File: config.mk
export PLATFORM = sky130hd
export DESIGN_NAME = pmr_event_router
export DESIGN_NICKNAME = d
export VERILOG_FILES = /design/src/rtl/pmr_pkg.sv /design/src/rtl/pmr_enable_reg.sv /design/src/rtl/pmr_control_reg.sv /design/src/rtl/pmr_irq_route.sv /design/src/rtl/pmr_event_router.sv
export SDC_FILE = /design/constraint.sdc
export NUM_CORES = 1
export LEC_CHECK = 0
export BUFFER_PORTS_ARGS = -buffer_cell sky130_fd_sc_hd__buf_2
export CORE_ASPECT_RATIO = 2
export CORE_MARGIN = 1.5
export CORE_UTILIZATION = 30
export CTS_BUF_LIST = sky130_fd_sc_hd__clkbuf_8
export CTS_CLUSTER_SIZE = 20
export DETAILED_ROUTE_END_ITERATION = 8
export GPL_TIMING_DRIVEN = 1
export PLACE_DENSITY = 0.66
export SLEW_MARGIN = 20
export SYNTH_ARGS = -nofsm -noshare
export SYNTH_HDL_FRONTEND = slang
export SYNTH_SLANG_ARGS = --single-unit
File: constraint.sdc
create_clock -name clk -period 1.15 [get_ports clk]
set_clock_uncertainty 0.1 [all_clocks]
set_input_delay 0.23 -clock clk [delete_from_list [all_inputs] [get_ports clk]]
set_output_delay 0.23 -clock clk [all_outputs]
set_load 0.005 [all_outputs]
File: src/rtl/pmr_pkg.sv
package pmr_pkg;
  localparam int unsigned DATA_W = 16;
  localparam int unsigned ADDR_W = 8;
  localparam int unsigned EV_N   = 5;
  localparam int unsigned TYPE_W = 3;

  localparam logic [ADDR_W-1:0] EN_OFF   = 8'h02;
  localparam logic [ADDR_W-1:0] CTRL_OFF = 8'h04;

  // event order: timer, global, power button, sleep button, alarm
  localparam int unsigned EV_EN_BIT [EV_N] = '{0, 5, 8, 9, 10};
  localparam logic [EV_N-1:0] EV_FORCE_OS = 5'b00011;

  localparam int unsigned SEL_BIT   = 0;
  localparam int unsigned BMR_BIT   = 1;
  localparam int unsigned REL_BIT   = 2;
  localparam int unsigned TYPE_LO   = 10;
  localparam int unsigned GO_BIT    = 13;

  function automatic logic [DATA_W-1:0] en_mask();
    logic [DATA_W-1:0] m;
    m = '0;
    for (int i = 0; i < EV_N; i++) m[EV_EN_BIT[i]] = 1'b1;
    return m;
  endfunction

  function automatic logic type_is_rsvd(input logic [TYPE_W-1:0] t);
    return (t >= 3'd2) && (t <= 3'd4);
  endfunction
endpackage

File: src/rtl/pmr_enable_reg.sv
module pmr_enable_reg
  import pmr_pkg::*;
#(
  parameter int unsigned W = DATA_W
) (
  input  logic         clk,
  input  logic         rst,
  input  logic         wr_hit,
  input  logic [W-1:0] wdata,
  output logic [W-1:0] en_q
);
  localparam logic [DATA_W-1:0] MASK = en_mask();

  for (genvar i = 0; i < W; i++) begin : g_bit
    if (MASK[i]) begin : g_store
      always_ff @(posedge clk) begin
        if (rst)         en_q[i] <= 1'b0;
        else if (wr_hit) en_q[i] <= wdata[i];
      end
    end else begin : g_zero
      assign en_q[i] = 1'b0;
    end
  end

  a_r2_reserved_zero: assert property (@(posedge clk) disable iff (rst)
    (en_q & ~MASK[W-1:0]) == '0);
  a_r2_hold_without_write: assert property (@(posedge clk) disable iff (rst)
    !$past(wr_hit) && !$past(rst) |-> $stable(en_q));
endmodule

File: src/rtl/pmr_control_reg.sv
module pmr_control_reg
  import pmr_pkg::*;
#(
  parameter int unsigned W  = DATA_W,
  parameter int unsigned TW = TYPE_W
) (
  input  logic          clk,
  input  logic          rst,
  input  logic          wr_hit,
  input  logic [W-1:0]  wdata,
  input  logic          fw_clr,
  output logic          sel_q,
  output logic          bmr_q,
  output logic          rel_q,
  output logic [TW-1:0] type_q,
  output logic          req_q,
  output logic [TW-1:0] req_type_q,
  output logic          req_rsvd_q
);
  logic          set_rel;
  logic          go;
  logic [TW-1:0] wtype;

  assign set_rel = wr_hit && wdata[REL_BIT];
  assign go      = wr_hit && wdata[GO_BIT];
  assign wtype   = wdata[TYPE_LO +: TW];

  always_ff @(posedge clk) begin
    if (rst) begin
      sel_q  <= 1'b0;
      bmr_q  <= 1'b0;
      type_q <= '0;
    end else if (wr_hit) begin
      sel_q  <= wdata[SEL_BIT];
      bmr_q  <= wdata[BMR_BIT];
      type_q <= wtype;
    end
  end

  always_ff @(posedge clk) begin
    if (rst)          rel_q <= 1'b0;
    else if (set_rel) rel_q <= 1'b1;
    else if (fw_clr)  rel_q <= 1'b0;
  end

  always_ff @(posedge clk) begin
    if (rst) begin
      req_q      <= 1'b0;
      req_type_q <= '0;
      req_rsvd_q <= 1'b0;
    end else begin
      req_q      <= go;
      req_type_q <= go ? wtype : '0;
      req_rsvd_q <= go && type_is_rsvd(wtype);
    end
  end

  a_r7_clear_drops: assert property (@(posedge clk) disable iff (rst)
    $past(fw_clr && !set_rel) && !$past(rst) |-> !rel_q);
  a_r7_set_wins: assert property (@(posedge clk) disable iff (rst)
    $past(set_rel) && !$past(rst) |-> rel_q);
  a_r8_req_from_write: assert property (@(posedge clk) disable iff (rst)
    req_q |-> $past(wr_hit && wdata[GO_BIT]));
  a_r8_type_idle_zero: assert property (@(posedge clk) disable iff (rst)
    !req_q |-> req_type_q == '0);
  a_r9_rsvd_with_req: assert property (@(posedge clk) disable iff (rst)
    req_rsvd_q |-> req_q);
endmodule

File: src/rtl/pmr_irq_route.sv
module pmr_irq_route
  import pmr_pkg::*;
#(
  parameter int unsigned W = DATA_W,
  parameter int unsigned N = EV_N
) (
  input  logic         clk,
  input  logic         rst,
  input  logic [W-1:0] en,
  input  logic         sel,
  input  logic [N-1:0] status,
  output logic         irq_os,
  output logic         irq_fw
);
  logic [N-1:0] live;
  logic [N-1:0] to_os;
  logic [N-1:0] to_fw;

  for (genvar e = 0; e < N; e++) begin : g_ev
    assign live[e] = status[e] && en[EV_EN_BIT[e]];
    if (EV_FORCE_OS[e]) begin : g_fixed
      assign to_os[e] = live[e];
      assign to_fw[e] = 1'b0;
    end else begin : g_steered
      assign to_os[e] = live[e] && sel;
      assign to_fw[e] = live[e] && !sel;
    end
  end

  always_ff @(posedge clk) begin
    if (rst) begin
      irq_os <= 1'b0;
      irq_fw <= 1'b0;
    end else begin
      irq_os <= |to_os;
      irq_fw <= |to_fw;
    end
  end

  a_r4_timer_forces_os: assert property (@(posedge clk) disable iff (rst)
    !$past(rst) && $past(status[0] && en[EV_EN_BIT[0]]) |-> irq_os);
  a_r4_global_forces_os: assert property (@(posedge clk) disable iff (rst)
    !$past(rst) && $past(status[1] && en[EV_EN_BIT[1]]) |-> irq_os);
  a_r5_fw_needs_sel_low: assert property (@(posedge clk) disable iff (rst)
    irq_fw |-> !$past(sel));
  a_r6_quiet_when_idle: assert property (@(posedge clk) disable iff (rst)
    !$past(rst) && $past(live == '0) |-> !irq_os && !irq_fw);
endmodule

File: src/rtl/pmr_event_router.sv
module pmr_event_router
  import pmr_pkg::*;
#(
  parameter int unsigned DW = DATA_W,
  parameter int unsigned AW = ADDR_W,
  parameter int unsigned TW = TYPE_W
) (
  input  logic          clk,
  input  logic          rst,
  input  logic [AW-1:0] reg_addr,
  input  logic          reg_we,
  input  logic [DW-1:0] reg_wdata,
  output logic [DW-1:0] reg_rdata,
  input  logic          st_timer,
  input  logic          st_global,
  input  logic          st_power_btn,
  input  logic          st_sleep_btn,
  input  logic          st_alarm,
  input  logic          fw_flag_clr,
  output logic          fw_flag,
  output logic          irq_os,
  output logic          irq_fw,
  output logic          slp_req,
  output logic [TW-1:0] slp_type,
  output logic          slp_type_rsvd
);
  localparam int unsigned N = EV_N;

  logic          hit_en, hit_ctrl;
  logic [DW-1:0] en_q;
  logic          sel_q, bmr_q, rel_q;
  logic [TW-1:0] type_q;
  logic [DW-1:0] ctrl_view;
  logic [N-1:0]  status;

  assign hit_en   = reg_we && (reg_addr == EN_OFF[AW-1:0]);
  assign hit_ctrl = reg_we && (reg_addr == CTRL_OFF[AW-1:0]);
  assign status   = {st_alarm, st_sleep_btn, st_power_btn, st_global, st_timer};

  pmr_enable_reg #(.W(DW)) u_en (
    .clk(clk), .rst(rst), .wr_hit(hit_en), .wdata(reg_wdata), .en_q(en_q)
  );

  pmr_control_reg #(.W(DW), .TW(TW)) u_ctrl (
    .clk(clk), .rst(rst), .wr_hit(hit_ctrl), .wdata(reg_wdata),
    .fw_clr(fw_flag_clr), .sel_q(sel_q), .bmr_q(bmr_q), .rel_q(rel_q),
    .type_q(type_q), .req_q(slp_req), .req_type_q(slp_type),
    .req_rsvd_q(slp_type_rsvd)
  );

  pmr_irq_route #(.W(DW), .N(N)) u_route (
    .clk(clk), .rst(rst), .en(en_q), .sel(sel_q), .status(status),
    .irq_os(irq_os), .irq_fw(irq_fw)
  );

  always_comb begin
    ctrl_view = '0;
    ctrl_view[SEL_BIT] = sel_q;
    ctrl_view[BMR_BIT] = bmr_q;
    ctrl_view[REL_BIT] = rel_q;
    ctrl_view[TYPE_LO +: TW] = type_q;
  end

  always_ff @(posedge clk) begin
    if (rst)                                reg_rdata <= '0;
    else if (reg_addr == EN_OFF[AW-1:0])    reg_rdata <= en_q;
    else if (reg_addr == CTRL_OFF[AW-1:0])  reg_rdata <= ctrl_view;
    else                                    reg_rdata <= '0;
  end

  assign fw_flag = rel_q;

  a_r3_go_reads_zero: assert property (@(posedge clk) disable iff (rst)
    !reg_rdata[GO_BIT] && reg_rdata[DW-1:DW-2] == 2'b00);
  a_r10_other_offset_zero: assert property (@(posedge clk) disable iff (rst)
    !$past(rst) && $past(reg_addr != EN_OFF[AW-1:0] && reg_addr != CTRL_OFF[AW-1:0])
    |-> reg_rdata == '0);
endmodule

# --- Word-level counts from Yosys, hierarchy flattened ---
# Index checks and enable logic that the tools add are counted.
word_totals:
  ff_bits: 34
  word_cells: 51
op_classes:
  order_cmp: 2
  eq_ne: 2
  muxes: 4
  n_bitwise: 2
  n_reduce_logical: 24
ops:
  columns: ["operator", "count"]
  rows:
  - ["$mux 11", 2]
  - ["$logic_and 1x1->1", 17]
  - ["$eq 8x2->1 const B", 1]
  - ["$eq 8x3->1 const B", 1]
  - ["$reduce_or 3->1", 2]
  - ["$reduce_or 5->1", 1]
  - ["$reduce_or 2->1", 2]
  - ["$ge 3x2->1 const B", 1]
  - ["$le 3x3->1 const B", 1]
  - ["$mux 1", 2]
  - ["$not 1->1", 2]
  - ["$reduce_bool 2->1", 1]
  - ["$logic_not 1->1", 1]

# --- Depth between registers and ports, before layout ---
# Gate-level depths: netlist (run 1).
depth:
  depth_word: 5
  mapped_depth: 4
  ltp_nobuf: 3

# --- Cells and area by module ---
# Synthesis (run 1) repeated with hierarchy kept, for this count alone.
unflattened:
  cells_unflattened: 135
  hier_area_um2: 1442.6
modules_own_cells:
  columns: ["module", "n_inst", "cells_each", "area_per_inst_um2"]
  rows:
  - ["pmr_event_router", 1, 68, 734.5]
  - ["pmr_control_reg", 1, 32, 366.6]
  - ["pmr_enable_reg", 1, 28, 266.5]
  - ["pmr_irq_route", 1, 7, 75.1]

# --- Least setup slack after synthesis (run 1) ---
# Ideal clock, no wire load.
synth_timing:
  kind: "input to register"
  start: "input port reg_addr[0]"
  end: "register u_en.en_q[0]"
  setup_ps: 72
  t_arrival_ps: 1047
  setup_slack_ps: -68
  stages: 4
  n_path_buf: 1
  path_cell_list: "nor4b_2 and3_1 buf_4 mux2i_1"
synth_via:
  elab_chain_cells: 2
synth_lines:
  columns: ["element", "line_no", "text"]
  rows:
  - ["start, declared", "pmr_event_router.sv:10", "input logic [AW-1:0] reg_addr,"]
  - ["$eq 8x2->1", "pmr_event_router.sv:36", "assign hit_en = reg_we && (reg_addr == EN_OFF[AW-1:0]);"]
  - ["$logic_and 1x1->1", "pmr_event_router.sv:36", null]
  - ["end signal, assigned by index", "pmr_enable_reg.sv:18", "else if (wr_hit) en_q[i] <= wdata[i];"]
  - ["end, declared", "pmr_enable_reg.sv:10", "output logic [W-1:0] en_q"]
# No other way between the ends.
# A chain may end at the register's enable or synchronous reset.

# --- Worst setup path after layout (run 1) ---
layout_timing:
  start: "register u_en.en_q[8]"
  end: "register u_route.irq_os"
layout_via:
  elab_chain_cells: 3
layout_lines:
  columns: ["element", "line_no", "text"]
  rows:
  - ["$logic_and 1x1->1", "pmr_irq_route.sv:20", "assign live[e] = status[e] && en[EV_EN_BIT[e]];"]
  - ["$logic_and 1x1->1", "pmr_irq_route.sv:25", "assign to_os[e] = live[e] && sel;"]
  - ["$reduce_or 5->1", "pmr_irq_route.sv:35", "irq_os <= |to_os;"]
  - ["end signal, assigned", "pmr_irq_route.sv:35", null]
  - ["end, declared", "pmr_irq_route.sv:12", "output logic irq_os,"]
# No other way between the ends.

==> parameters.txt, run 1 <==
Parameter                              Value

Drt
  First DRT Iteration DRCs    17
  DRT antenna net count    0
  Count of vias placed by the detailed router    around 870
  Remaining routing DRC violations    0
  Iteration count of the initial detailed-routing pass    4
  Total wirelength of the detailed-routed design    around 2300 um
  Routed wire per std cell    11.39 um
  Average vias per placed instance    4.271

Pwr
  Leakage    0.0007066 uW
  Worst-case vdd ir drop    0.0005474 V
  Total Power    1590 uW
  Power density normalized to cell area    1041 mW/mm2

STA
  Final worst path period share    1.070
  Total negative slack    -143.9 ps
  Final setup violation count    2
  Count of pins over their slew limit    0
  Achievable frequency    between 800 and 900 MHz
  RSZ-0062 raised after global routing    true
  Final min period    roughly 1200 ps
  Final hold vios    0
  Final worst slack    -80.11 ps
  Worst Hold Margin    98.35 ps

Layout
  Layout cells sized above 1    0.4481
  Layout net count    188
  Layout area overhead    37.50%
  Number of antenna repair diodes    0

Logic synthesis
  Xor and xnor area share after synthesis    0
  Yosys cell types    23
  Simple-gate area share of the yosys netlist    0.2984
  Synthesized-area fraction occupied by ao, oa, aoi and oai cells    0.04167
  Multiplexer share of the synthesized area    0.09910
  Synth Area in Adders    0
  Sequential share of the synthesized area    0.4865
  Number of storage elements in the synthesis netlist    27
  Main combinational cell family by area after synthesis    simple AND/OR/NAND/NOR gates
  Number of cells produced by synthesis    100
  Syn Std Cell Area    0.001111 mm2
  Yosys Warn Count    0
  Avg Synthesized Cell Area    between 10 and 15 um2

Clock tree
  Buffers from clock root to sink, at most    2
  Clock tree from TritonCTS    done
  Total CTS buffers    3
  Cell chosen for the clock root    sky130_fd_sc_hd__clkbuf_8
  H-tree level count    1
  Clk pin slew, worst setup/hold paths    90 ps
  Clk_lat worst skew    ~270 ps
  CTS Sinks    27

Worst setup path
  Type of the worst setup path    reg2reg
  Required time of the critical path    1210 ps
  Crit-path max FO    2
  Sort of element at the end of the critical path    flop
  Type of origin of the critical path    flop
  Arrival time at the worst endpoint    between 1000 and 1500 ps

Placed design
  Placed wire-length estimate    1804 um
  Final Wtd Congestion    0.7480
  Number of buffer cells added on primary ports    43

Run
  Max-cap viol count    0

Global routing
  Via count of the first global-routing pass    810
  Wire length of the first global-routing pass    roughly 3500 um
  Global router's overall resource usage    0.1201
  Maximum number of pins on one net before global-route repair    18
  Initial antenna violation count    0
  Remaining Overflow, GRT    0

Floorplan
  Overall die area    slightly above 0.004 mm2
  Top Ports    57
  Die height    just under 90 um
  FP Rows    31
  Die span in x    between 40 and 50 um
  Starting utilization of the core area    0.3114
  Core footprint    about 0.0036 mm2

Status
  Failing checks    setup timing
  Run status    finished, violations left

Worst hold path
  Min-Delay Path Class    in2reg
==> power breakdown <==
group	internal (uW)	total [uW]	leakage, uW	switching [uW]
combinational	74.0	132	0.000463	57.6
sequential	934	935	0.000218	0.352
clock	243	524	0.0000255	281
==> critical path: stages, from the launching register on <==
cell                       delay, ps
sky130_fd_sc_hd__dfxtp_2         330
sky130_fd_sc_hd__a222oi_1        370
sky130_fd_sc_hd__buf_4           180
sky130_fd_sc_hd__nand2b_4        110
sky130_fd_sc_hd__a21oi_2          40
==> cell families after synthesis <==
| logic type | count (synthesis) |
|---|---|
| multiplexers | 11 |
| other | 1 |
| flip-flops | 27 |
| AND/OR/NAND/NOR | 44 |
| AO/OA/AOI/OAI | 6 |
| buffers and inverters | 11 |
==> final timing paths <==
kind,start,to,slack (ps),depth (start not counted)
min,reg_wdata[2],u_ctrl.rel_q,100,2
min reg2reg,u_ctrl.type_q[1],reg_rdata[11],370,1
max,u_en.en_q[8],u_route.irq_os,-80,4
max reg2reg,u_en.en_q[8],u_route.irq_os,-80,4
==> synthesized netlist by cell type (all sizes together) <==
master	count	area share
and4b	3	0.027
nor4	1	0.019
conb	1	0.0034
dfxtp	27	0.49
and3	3	0.017
mux2i	11	0.099
a22oi	3	0.020
nor4b	2	0.035
and4	1	0.0079
nor3b	1	0.0068
a31o	1	0.0079
and2	7	0.039
clkbuf	2	0.0068
nand2b	21	0.12
nor2	2	0.0068
a222oi	1	0.0090
buf	9	0.064
and3b	2	0.017
nor3	1	0.0045
a21oi	1	0.0045
==> state kept, by name, indices dropped and copies added, names as in the netlist, 3 cells and up <==
name	cells
reg_rdata	9
u_en.en_q	5
u_ctrl.req_type_q	3
u_ctrl.type_q	3
==> what timing repair did <==
action | CTS | global route
resized for setup | 4 | 9
pin swaps | 5 | 6
hold endpoints to repair | 0 | 0
hold buffers | 0 | 0
setup endpoints to repair | 6 | 10
setup buffers | 1 | 1
==> cell usage in the layout, fill, tap and decap left out, drive strengths merged <==
master | synthesis | routed
mux2i | 11 | 11
dfxtp | 27 | 27
nor4b | 2 | 2
and4 | 1 | 1
and2 | 7 | 7
clkinv | 0 | 1
and3 | 3 | 3
conb | 1 | 7
and3b | 2 | 2
buf | 9 | 55
and4b | 3 | 3
nand2b | 21 | 21
nor3 | 1 | 1
a21oi | 1 | 1
nor3b | 1 | 1
nor2 | 2 | 2
nor4 | 1 | 1
a22oi | 3 | 3
a31o | 1 | 1
clkbuf | 2 | 3
a222oi | 1 | 1
==> stage by stage <==
step / cells / setup slack, ps / util / instance area, um2
floorplan: 106 / -30.56 / - / 1146
global placement: 197 / -251.0 / 0.3966 / 1415
detailed placement: 197 / -300.0 / 0.3966 / 1415
CTS: 202 / -120.3 / 0.4148 / 1480
global route: 203 / -131.8 / 0.4281 / 1528
finish: 203 / -80.11 / 0.4281 / 1528
==> layout make-up <==
class / count / area, um2
clock buffers: 3 / 41.29
clock inverters: 1 / 5.005
fillers: 378 / 2041
multi-input cells: 68 / 539.3
flip-flops and latches: 27 / 543.0
well taps: 49 / 61.31
repair buffers: 55 / 337.8
==> per-layer routing <==
metal,global-route usage,wire length [um]
met5,0,0
met4,0.07792,59
met3,0.02222,152
met2,0.2109,1274
met1,0.1216,825
Power figures use the tool's default switching activity.
==> inputs of run 2 (changes only) <==
Settings changed: CORE_MARGIN 1.5 to not set, PLACE_DENSITY 0.66 to not set, PLACE_DENSITY_LB_ADDON set to 0.25.
Clock period 1.15 ns to 1.3 ns, I/O delays scaled along.
==> run 2 against run 1 <==
  * The run now ends clean
  * Global-route usage is 0.38 points higher
  * Clock power is 9.2% lower
  * Sequential cell count stayed put
  * Worst hold slack better by 24 ps
  * Largest power group unchanged
  * Critical endpoint unchanged
  * Critical path type unchanged
==> parameters.txt, run 2 (synthesis gave the netlist of run 1 again) <==
Parameter                              Value

Status
  Run status    finished, final reports clean

STA
  RSZ-0062 raised after global routing    true
  Worst Hold Margin    122.5 ps
  Final worst slack    between 15 and 20 ps
  Final min period    1285 ps
  Final hold vios    0
  Achievable frequency    778.4 MHz
  Final worst path period share    0.9882
  Count of pins over their slew limit    0
  Final setup violation count    0

Placed design
  Dpl ws    -240.9 ps
  Placed wire-length estimate    between 1500 and 2000 um
  Number of placed instances, taps included    between 150 and 200
  Standard cell area after detailed placement    0.001414 mm2
  Final Wtd Congestion    a little over 0.7
  Number of buffer cells added on primary ports    43

Layout
  Final cell count without fillers    about 200
  Layout cells sized above 1    0.4387
  Sequential Area    541.8 um2
  Number of antenna repair diodes    0
  Largest Register    reg_rdata
  Final Cell Area    0.001496 mm2
  Commonest non-fill, non-tap cell in the layout    sky130_fd_sc_hd__buf_2
  Layout area overhead    34.69%
  Largest registers in the final layout    reg_rdata x9, u_en.en_q x5
  Number of flip-flops in the largest register    9
  Leading cell types in the layout, fill and taps excluded    sky130_fd_sc_hd__buf_2 (43), sky130_fd_sc_hd__dfxtp_1 (26), sky130_fd_sc_hd__nand2b_1 (20)
  Layout net count    around 190
  Multi-input combinational cell area    approximately 530 um2
  Number of inserted filler cells in the final layout    376

Drt
  First DRT Iteration DRCs    8
  DRT antenna net count    0
  Routed wire per std cell    11.06 um
  Iteration count of the initial detailed-routing pass    4
  Total wirelength of the detailed-routed design    roughly 2300 um
  Average vias per placed instance    4.230
  Remaining routing DRC violations    0
  Count of vias placed by the detailed router    about 860

Clock tree
  Clock tree from TritonCTS    done
  Count of hold-fix buffers inserted at cts    0
  Clk pin slew, worst setup/hold paths    around 90 ps
  Buffers from clock root to sink, at most    2
  Total CTS buffers    3
  Cell chosen for the clock root    sky130_fd_sc_hd__clkbuf_8
  CTS Sinks    27
  H-tree level count    1
  Clk_lat worst skew    270 ps

Pwr
  Leakage    0.0007045 uW
  Total Power    1413 uW
  Worst-case vdd ir drop    0.0004765 V
  Power density normalized to cell area    944.3 mW/mm2

Worst setup path
  Type of origin of the critical path    flop
  Sort of element at the end of the critical path    flop
  Instance count on the critical path    4
  CP max stage delay    390 ps
  Buffers plus inverters on the worst setup path    1
  Crit-path max FO    2
  Number of cell instances on the worst register-to-register path    4
  Arrival time at the worst endpoint    1360 ps
  Required time of the critical path    about 1400 ps
  Crit-path cells    a222oi_1 -> buf_4 -> nand2b_4 -> a21oi_2
  Library cell contributing the largest single delay on the critical path    sky130_fd_sc_hd__a222oi_1
  Cell class contributing the biggest share of worst-path delay    compound AO/OA/AOI/OAI gates
  Type of the worst setup path    reg2reg

Worst hold path
  Min-Delay Path Class    in2reg
  Number of stages on the worst hold path    2

Floorplan
  Overall die area    0.003966 mm2
  Core footprint    0.003568 mm2
  Starting utilization of the core area    0.3114
  Top Ports    between 50 and 60
  FP Rows    31
  Die span in x    45.03 um
  Die height    between 80 and 90 um

Global routing
  Initial antenna violation count    0
  Global router's overall resource usage    0.1239
  Via count of the first global-routing pass    904
  Wire length of the first global-routing pass    around 3500 um
  Remaining Overflow, GRT    0
  Maximum number of pins on one net before global-route repair    16

Run
  Max-cap viol count    0
[run 2: repair_timing]
action / CTS / global route
buffers inserted: 0 / 2
resized for setup: 0 / 4
endpoints found under the setup margin: 0 / 5
[run 2: per-layer routing]
| metal | GRT usage | vias to the layer above | part of all wire |
|---|---|---|---|
| li1 | - | 437 | - |
| met1 | 0.1110 | 404 | 0.34 |
| met2 | 0.2398 | 20 | 0.61 |
| met3 | 0.01237 | 2 | 0.037 |
| met4 | 0.08264 | 0 | 0.013 |
| met5 | 0 | - | 0 |
[run 2: path summary, 6_finish.rpt]
kind / endpoint / slack [ps] / start
max reg2reg: u_route.irq_os / 20 / u_en.en_q[8]
min reg2reg: reg_rdata[11] / 370 / u_ctrl.type_q[1]
max: u_route.irq_os / 20 / u_en.en_q[8]
min: u_ctrl.rel_q / 120 / reg_wdata[2]
[run 2: worst register-to-register path: cells and delay by family (launching register included)]
| family | cells | cell delay (ps) |
|---|---|---|
| buffers and inverters | 1 | 200 |
| and+or+nand+nor | 1 | 120 |
| DFF | 1 | 330 |
| AOI/OAI and AO/OA | 2 | 430 |
[run 2: stage by stage]
step,setup TNS [ps],utilization
after floorplan,0,-
after global placement,-3122,0.3962
after detailed placement,-3743,0.3962
after CTS,0,0.4092
after global routing,-40.60,0.4194
final,0,0.4194
[run 2: power by group]
part           switching (uW)  internal [uW]  total, uW
Combinational            50.8           59.5        110
Clock                     261            215        476
Sequential              0.330            827        827
Total                     312           1100       1410
[run 2: cell type report]
| type | count | area share |
|---|---|---|
| tap | 49 | 0.04097 |
| timing repair buffer | 56 | 0.2090 |
| sequential | 27 | 0.3620 |
| multi-input combinational | 68 | 0.3570 |
| clock buffer | 3 | 0.02759 |
| clock inverter | 1 | 0.003344 |
==> inputs of run 3 (changes only) <==
Settings changed: CORE_ASPECT_RATIO 2 to not set, CORE_UTILIZATION 30 to 46.
==> run 3 against run 2 <==
  * Sequential cell count unchanged
  * Final cell count down 13%
  * Power shrank 2.7%
  * Critical endpoint is now u_ctrl.req_type_q[2]
  * Largest cell class unchanged
  * Largest power group unchanged
==> parameters.txt, run 3 (synthesis gave the netlist of run 1 again) <==
Parameter                              Value

Worst setup path
  Type of origin of the critical path    input port
  CP max stage delay    330 ps
  Crit-path cells    buf_2 -> nor4_4 -> and3_1 -> buf_12 -> and4b_1
  Library cell contributing the largest single delay on the critical path    sky130_fd_sc_hd__nor4_4
  Arrival time at the worst endpoint    around 1300 ps
  Crit-path max FO    8
  Type of the worst setup path    in2reg
  Required time of the critical path    1410 ps
  Sort of element at the end of the critical path    flop

Clock tree
  CTS Sinks    27
  Buffers from clock root to sink, at most    2
  Clk_lat worst skew    270 ps
  H-tree level count    1
  Clock tree from TritonCTS    done
  CTS-repair resized insts    0
  Buffer count from post-CTS setup fixing    0
  Total CTS buffers    3
  Clk pin slew, worst setup/hold paths    80 ps
  Cell chosen for the clock root    sky130_fd_sc_hd__clkbuf_8
  Count of hold-fix buffers inserted at cts    0

Drt
  Average vias per placed instance    4.706
  First DRT Iteration DRCs    13
  Routed wire per std cell    10.79 um
  Total wirelength of the detailed-routed design    1909 um
  Iteration count of the initial detailed-routing pass    4
  Remaining routing DRC violations    0
  DRT antenna net count    0
  Count of vias placed by the detailed router    approximately 830

STA
  Count of pins over their slew limit    0
  Final hold vios    0
  Total negative slack    0 ps
  Final worst path period share    0.9054
  RSZ-0062 raised after global routing    false
  Final setup violation count    0
  Final min period    1177 ps
  Achievable frequency    849.6 MHz

Floorplan
  Starting utilization of the core area    0.4928
  Core footprint    0.002255 mm2
  Die span in x    51.15 um
  Die height    51.15 um
  Top Ports    57
  Overall die area    0.002616 mm2
  FP Rows    17

Layout
  Layout net count    183
  Number of antenna repair diodes    0
  Layout area overhead    27.37%
  Leading cell types in the layout, fill and taps excluded    sky130_fd_sc_hd__buf_2 (43), sky130_fd_sc_hd__dfxtp_1 (27), sky130_fd_sc_hd__nand2b_1 (21)
  Number of inserted filler cells in the final layout    about 200
  Commonest non-fill, non-tap cell in the layout    sky130_fd_sc_hd__buf_2
  Sequential Area    540.5 um2
  Number of flip-flops in the largest register    9
  Largest registers in the final layout    reg_rdata x9, u_en.en_q x5
  Largest Register    reg_rdata
  Final cell count without fillers    approximately 180
  Multi-input combinational cell area    514.2 um2
  Layout cells sized above 1    0.3893

Pwr
  Part of the total power dissipated in combinational logic    0.075
  Switching part of the total    0.2046
  Internal power summed over all cells    1094 uW
  NetSw    281.3 uW
  Power density normalized to cell area    971.8 mW/mm2
  Leakage    0.0006620 uW
  Sequential power share    0.601
  Worst-case vdd ir drop    0.0007205 V
  Clock network fraction of total power    0.324

Worst hold path
  Min-Delay Path Class    in2reg

Placed design
  Number of placed instances, taps included    173
  Placed wire-length estimate    1550 um
  Final Wtd Congestion    0.7158
  Number of buffer cells added on primary ports    43

Global routing
  Via count of the first global-routing pass    722
  Initial antenna violation count    0
  Maximum number of pins on one net before global-route repair    15
  Remaining Overflow, GRT    0
  Wire length of the first global-routing pass    between 2000 and 3000 um
  Global router's overall resource usage    0.1533

Run
  Max-cap viol count    0

Status
  Run status    finished, final reports clean
run 3: worst max-delay path: cells and delay by family:
family        cells  cell delay (ps)
buf+inv           2              250
simple gates      3              780
run 3: area by class of cell:
type	instances	share of cell area
clock inverter	1	0.002653
clock buffer	3	0.02918
sequential	27	0.3820
multi-input combinational	68	0.3634
timing repair buffer	50	0.1981
tap	28	0.02476
run 3: worst paths after layout:
check                   start                    to  slack (ps)  cells after the start
max               reg_addr[5]  u_ctrl.req_type_q[2]         120                      5
min              reg_wdata[2]          u_ctrl.rel_q         130                      2
max reg2reg      u_en.en_q[8]        u_route.irq_os         160                      3
min reg2reg  u_ctrl.type_q[2]         reg_rdata[12]         370                      1
run 3: through the flow:
stage	setup slack, ps	total power [uW]	instance area [um2]	hold slack [ps]	util
floorplan	51.69	899.7	1134	305.6	-
finish	123.0	1375	1415	130.1	0.6276
detailed placement	-163.1	949.4	1370	353.5	0.6077
CTS	109.6	1392	1415	123.4	0.6276
global placement	-116.4	946.7	1370	338.9	0.6077
global route	64.97	1433	1415	131.3	0.6276
run 3: power by group through the flow:
stage	Clock [uW]	Combinational [uW]	Sequential, uW
4_1_cts	462	103	827
5_1_grt	493	112	827
2_1_floorplan	0	53.3	846
3_3_place_gp	0	100	846
3_5_place_dp	0	103	846
6_report	445	103	827
run 3: per-layer routing:
layer / track usage / up-vias / routed length [um] / share of wire
met3: 0.02679 / 2 / 111 / 0.058
met5: 0 / - / 0 / 0
li1: - / 428 / - / -
met2: 0.2434 / 32 / 898 / 0.47
met1: 0.1956 / 371 / 875 / 0.46
met4: 0.08333 / 0 / 23 / 0.012
